`src/rtl/ubr_pkg.sv`:
```
`timescale 1ns/1ps
package ubr_pkg;
    localparam int unsigned DATA_W      = 18;
    localparam int unsigned SYNC_STAGES = 2;

    typedef struct packed {
        logic latch_en;
        logic dir_clk;
        logic oe_raw;
    } lane_ctrl_t;

    function automatic logic enable_level(input logic raw, input bit active_low);
        return active_low ? ~raw : raw;
    endfunction
endpackage

```
`src/rtl/ubr_edge_detect.sv`:
```
`timescale 1ns/1ps
module ubr_edge_detect #(
    parameter int unsigned STAGES = 2
) (
    input  logic clk,
    input  logic rst,
    input  logic async_in,
    output logic rise
);
    localparam int unsigned CHAIN_W = STAGES + 1;

    logic [CHAIN_W-1:0] chain;

    always_ff @(posedge clk) begin
        if (rst) chain <= '0;
        else     chain <= {chain[CHAIN_W-2:0], async_in};
    end

    assign rise = chain[STAGES-1] & ~chain[STAGES];


    single_pulse_chk: assert property (@(posedge clk) disable iff (rst)
        rise |=> !rise);
endmodule

```
`src/rtl/ubr_keeper.sv`:
```
`timescale 1ns/1ps
module ubr_keeper #(
    parameter int unsigned W = 18
) (
    input  logic         clk,
    input  logic         rst,
    input  logic [W-1:0] bus_val,
    input  logic         bus_driven,
    output logic [W-1:0] kept
);
    logic [W-1:0] held;

    always_ff @(posedge clk) begin
        if (rst)             held <= '0;
        else if (bus_driven) held <= bus_val;
    end

    assign kept = bus_driven ? bus_val : held;


    keeper_hold_chk: assert property (@(posedge clk) disable iff (rst)
        !bus_driven |=> $stable(held));
endmodule

```
`src/rtl/ubr_store.sv`:
```
`timescale 1ns/1ps
module ubr_store #(
    parameter int unsigned W = 18
) (
    input  logic         clk,
    input  logic         rst,
    input  logic         latch_en,
    input  logic         rise,
    input  logic [W-1:0] d,
    output logic [W-1:0] q
);
    always_ff @(posedge clk) begin
        if (rst)                  q <= '0;
        else if (latch_en || rise) q <= d;
    end


    transparent_chk: assert property (@(posedge clk) disable iff (rst)
        latch_en |=> q == $past(d));


    static_hold_chk: assert property (@(posedge clk) disable iff (rst)
        (!latch_en && !rise) |=> $stable(q));
endmodule

```
`src/rtl/ubr_lane.sv`:
```
`timescale 1ns/1ps
module ubr_lane
    import ubr_pkg::*;
#(
    parameter int unsigned W             = 18,
    parameter int unsigned STAGES        = 2,
    parameter bit          OE_ACTIVE_LOW = 1'b0
) (
    input  logic         clk,
    input  logic         rst,
    input  logic [W-1:0] in_val,
    input  logic         in_driven,
    input  lane_ctrl_t   ctrl,
    output logic [W-1:0] out_val,
    output logic         out_en
);
    logic [W-1:0] kept;
    logic         rise;

    ubr_keeper #(.W(W)) u_keeper (
        .clk(clk), .rst(rst), .bus_val(in_val), .bus_driven(in_driven), .kept(kept)
    );

    ubr_edge_detect #(.STAGES(STAGES)) u_edge (
        .clk(clk), .rst(rst), .async_in(ctrl.dir_clk), .rise(rise)
    );

    ubr_store #(.W(W)) u_store (
        .clk(clk), .rst(rst), .latch_en(ctrl.latch_en), .rise(rise), .d(kept), .q(out_val)
    );

    always_ff @(posedge clk) begin
        if (rst) out_en <= 1'b0;
        else     out_en <= enable_level(ctrl.oe_raw, OE_ACTIVE_LOW);
    end
endmodule

```
`src/rtl/ubr_bus_register.sv`:
```
`timescale 1ns/1ps
module ubr_bus_register
    import ubr_pkg::*;
#(
    parameter int unsigned DATA_W      = ubr_pkg::DATA_W,
    parameter int unsigned SYNC_STAGES = ubr_pkg::SYNC_STAGES
) (
    input  logic              clk,
    input  logic              rst,
    input  logic [DATA_W-1:0] a_in,
    input  logic              a_driven,
    input  logic [DATA_W-1:0] b_in,
    input  logic              b_driven,
    input  logic              ab_latch_en,
    input  logic              ab_clk,
    input  logic              ab_out_en,
    input  logic              ba_latch_en,
    input  logic              ba_clk,
    input  logic              ba_out_en_n,
    output logic [DATA_W-1:0] a_out,
    output logic              a_drive,
    output logic [DATA_W-1:0] b_out,
    output logic              b_drive,
    output logic              contention
);
    lane_ctrl_t ab_ctrl, ba_ctrl;

    assign ab_ctrl = '{latch_en: ab_latch_en, dir_clk: ab_clk, oe_raw: ab_out_en};
    assign ba_ctrl = '{latch_en: ba_latch_en, dir_clk: ba_clk, oe_raw: ba_out_en_n};

    ubr_lane #(.W(DATA_W), .STAGES(SYNC_STAGES), .OE_ACTIVE_LOW(1'b0)) u_lane_ab (
        .clk(clk), .rst(rst), .in_val(a_in), .in_driven(a_driven), .ctrl(ab_ctrl),
        .out_val(b_out), .out_en(b_drive)
    );

    ubr_lane #(.W(DATA_W), .STAGES(SYNC_STAGES), .OE_ACTIVE_LOW(1'b1)) u_lane_ba (
        .clk(clk), .rst(rst), .in_val(b_in), .in_driven(b_driven), .ctrl(ba_ctrl),
        .out_val(a_out), .out_en(a_drive)
    );

    always_ff @(posedge clk) begin
        if (rst) contention <= 1'b0;
        else     contention <= ab_out_en & ~ba_out_en_n;
    end


    contention_chk: assert property (@(posedge clk) disable iff (rst)
        contention |-> (a_drive && b_drive));


    reset_off_chk: assert property (@(posedge clk)
        rst |=> (!a_drive && !b_drive && !contention));


    ab_enable_chk: assert property (@(posedge clk) disable iff (rst)
        ab_out_en |=> b_drive);
endmodule

```
`config.mk`:
```
export PLATFORM = sky130hd
export DESIGN_NAME = ubr_bus_register
export DESIGN_NICKNAME = d
export VERILOG_FILES = /design/src/rtl/ubr_pkg.sv /design/src/rtl/ubr_edge_detect.sv /design/src/rtl/ubr_keeper.sv /design/src/rtl/ubr_store.sv /design/src/rtl/ubr_lane.sv /design/src/rtl/ubr_bus_register.sv
export SDC_FILE = /design/constraint.sdc
export NUM_CORES = 1
export LEC_CHECK = 0
export ABC_AREA = 1
export CELL_PAD_IN_SITES_DETAIL_PLACEMENT = 1
export CELL_PAD_IN_SITES_GLOBAL_PLACEMENT = 2
export CORE_MARGIN = 4
export CORE_UTILIZATION = 25
export CTS_BUF_LIST = sky130_fd_sc_hd__clkbuf_4 sky130_fd_sc_hd__clkbuf_8
export CTS_CLUSTER_DIAMETER = 30
export CTS_CLUSTER_SIZE = 30
export DETAILED_ROUTE_END_ITERATION = 8
export GPL_TIMING_DRIVEN = 1
export PLACE_DENSITY_LB_ADDON = 0.1
export SLEW_MARGIN = 20
export SYNTH_ARGS = -nofsm -noshare
export SYNTH_HDL_FRONTEND = slang
export SYNTH_HIERARCHICAL = 1
export SYNTH_SLANG_ARGS = --single-unit
```
`constraint.sdc`:
```
create_clock -name clk -period 1 [get_ports clk]
set_input_delay 0.3 -clock clk [delete_from_list [all_inputs] [get_ports clk]]
set_output_delay 0.3 -clock clk [all_outputs]
set_load 0.02 [all_outputs]
```
==> key figures <==
Floorplan
  – Die ar.: 16790 um2
  – Die X: 129.6 um
  – Io pins: 85
  – Die Y: 129.6 um
  – Initial core utilization: 25.43%
  – CORE AREA: 14530 um2
  – Row count: 44

STA
  – Final Slew Violations: 0
  – Fin crit share: 113.2%
  – Measured slew at the worst slew-check pin: between 200 and 300 ps
  – TNS Setup: -6994 ps
  – RSZ-0062 raised after global routing: true
  – Achievable Freq: roughly 880 MHz
  – Min Tclk post-route: 1132 ps
  – Setup violators final: 71
  – Setup Skew: between 5 and 6 ps
  – Hold Vio Cnt, Final: 0
  – Min Hold Slack: ~340 ps
  – Slew HR: 82.01%
  – Final Worst Setup Slack: -132.3 ps

Detailed routing
  – DRC: 0
  – Detailed Route Iter0 Violations: 106
  – Post-Route WL: 10050 um
  – WL per Instance: about 11 um
  – Routed Antenna Nets: 0
  – Pre-Repair DR Iteration Count: 4
  – Detailed-route via count: between 3k and 4k
  – DR vias/cell: 3.827

Worst setup path
  – Critical Path RT: approximately 700 ps
  – Worst path top cell family by delay: flip-flops
  – Critical R2R Capture: u_lane_ab/u_store/q[13]
  – Worst reg2reg startpoint: u_lane_ab/u_edge/chain[1]
  – Max FO, Critical Path: 2
  – CP bufs+invs: 1
  – CP Class: reg -> out
  – CP startpoint kind: flip-flop
  – Arrival @ worst endpoint: 830 ps
  – Slowest CP cell: dfxtp_2
  – Setup crit end kind: primary output
  – FF-to-FF setup slack: -100 ps
  – Crit path from: u_lane_ba/u_store/q[17]
  – Crit path cell chain: buf_6
  – R2R cell count: 8
  – CP max stage delay: roughly 360 ps

Worst hold path
  – Hold Crit Start: rst
  – Hold WC Path Type: in -> reg
  – Hold endpoint: u_lane_ab/u_edge/chain[1]
  – Hold path depth: 3

Clock network
  – Clock Latency Late Sink: 360 ps
  – Root Buffer: clkbuf_8
  – Clock transition at path regs: 80 ps
  – CTS tree: done
  – Sink Count: 81
  – Total CTS buffers: 9
  – H-tree depth: 3
  – Bufs on Longest Clock Path: 2

GRT
  – Antenna violations before repair: 0
  – First-pass GRT wire length: ~16000 um
  – GRT Util Overall: 12.07%
  – GR Overflow Total: 0
  – Largest net degree at the start of global routing: 31
  – Vias in the first global route: 3244

Pwr
  – NetSw: 2.321 mW
  – Lkg Pwr: 3.050 nW
  – Max rail drop VDD: approximately 0.00047 V
  – Clock share of power: 28.6%
  – Switching Fraction: 29.17%
  – Cell Int Power: 5.635 mW
  – Power per cell area: around 1400 nW/um2
  – Combinational Power Share: 26.0%
  – Overall power: around 8.0 mW
  – Flop pwr share: 45.4%

Run
  – Max-Cap Viols: 0

Outcome
  – Status: complete, but fails checks
  – Violated checks: setup timing

Yosys
  – Mapped cell area: approximately 3700 um2
  – Post-Syn Instances: between 500 and 600
  – Syn_nets: ~600
  – Syn avg cell area: between 6 and 7 um2
  – Post-synth cell types: 13
  – Synth Register Bits: 81
  – Post-synthesis sequential area ratio: 43.87%
  – Synthesis Warnings: 6

Place
  – Hpwl dp: between 6000 and 7000 um
  – Final RePlAce weighted congestion: approximately 0.7
  – Pre-CTS setup slack: -644.0 ps
  – Area post-placement: about 4900 um2
  – Port Buffers: 84

Layout
  – Layout cells sized above 1: 42.71%
  – Finished layout cell area: 5863 um2
  – Most frequent cells in the layout: inv_1 (150), nand2_1 (97), nand2_2 (70)
  – # diodes: 0
  – Filler cells: 1838
  – Area growth syn-to-layout: 58.63%
  – Most common cell after layout, fill and taps aside: inv_1
  – Nets: 735
==> stage by stage <==
step	utilization, %	cells
6_report	40.34	877
5_1_grt	40.34	877
4_1_cts	37.61	868
3_5_place_dp	34.02	845
3_3_place_gp	34.02	845
2_1_floorplan	-	557
==> how the worst max path moves through the flow <==
stage | slack [ps] | to | depth (start not counted)
after floorplan | -9 | u_lane_ab/u_store/q[5] | 8
after global placement | -610 | u_lane_ab/u_store/q[4] | 8
after detailed placement | -640 | u_lane_ab/u_store/q[4] | 8
after CTS | -170 | b_out[3] | 1
after global routing | -190 | b_out[3] | 1
final | -130 | a_out[17] | 1
==> state kept, by name (all words and copies together) (netlist names) <==
register / count
contention: 1
u_lane_ab/out_en: 1
u_lane_ab/u_edge/chain: 3
u_lane_ab/u_keeper/held: 18
u_lane_ab/u_store/q: 18
u_lane_ba/out_en: 1
u_lane_ba/u_edge/chain: 3
u_lane_ba/u_keeper/held: 18
u_lane_ba/u_store/q: 18
==> power by group through the flow <==
stage | Clock (mW) | Sequential [mW] | Combinational, mW
3_3_place_gp | 0 | 3.63 | 1.65
5_1_grt | 2.56 | 3.64 | 2.29
2_1_floorplan | 0 | 3.78 | 0.774
3_5_place_dp | 0 | 3.64 | 1.67
6_report | 2.27 | 3.61 | 2.07
4_1_cts | 2.43 | 3.62 | 1.86
==> cell type report <==
class,instances,area (um2),area share (%)
Sequential cell,81,1673,28.53
Multi-Input combinational cell,302,1619,27.61
Timing Repair Buffer,139,1551,26.46
Inverter,156,614.3,10.48
Tap cell,184,230.2,3.927
Clock buffer,15,175.2,2.988
==> synthesized netlist by cell type <==
master | number | share of area (%)
nand2_2 | 40 | 6.8
nor2_2 | 26 | 4.4
inv_1 | 152 | 15
nand2_1 | 141 | 14
buf_8 | 2 | 0.81
dfxtp_1 | 81 | 44
buf_6 | 8 | 2.4
nor2_1 | 93 | 9.4
clkinv_1 | 2 | 0.20
inv_4 | 2 | 0.34
nor2_4 | 2 | 0.61
buf_2 | 4 | 0.54
buf_4 | 4 | 0.81
==> kinds of logic (layout without fill, tap and decap cells) <==
group,Yosys count,in the layout,synth area share (%)
buffers and inverters,174,310,20.58
DFF,81,81,43.87
and+or+nand+nor,302,302,35.55
==> per-layer routing <==
layer / share of wire, % / GRT usage (%) / routed length [um]
met5: 0 / 0 / 0
met4: 1.6 / 5.134 / 159
met3: 4.0 / 2.844 / 399
met2: 49 / 19.99 / 4943
met1: 45 / 15.02 / 4546
==> timing repair <==
item | in CTS | in global routing
cloned | 5 | 3
hold buffers | 0 | 0
setup endpoints to repair | 107 | 75
setup buffers | 3 | 7
pin swaps | 2 | 14
resized for setup | 303 | 91
(Power assumes the default switching activity.)
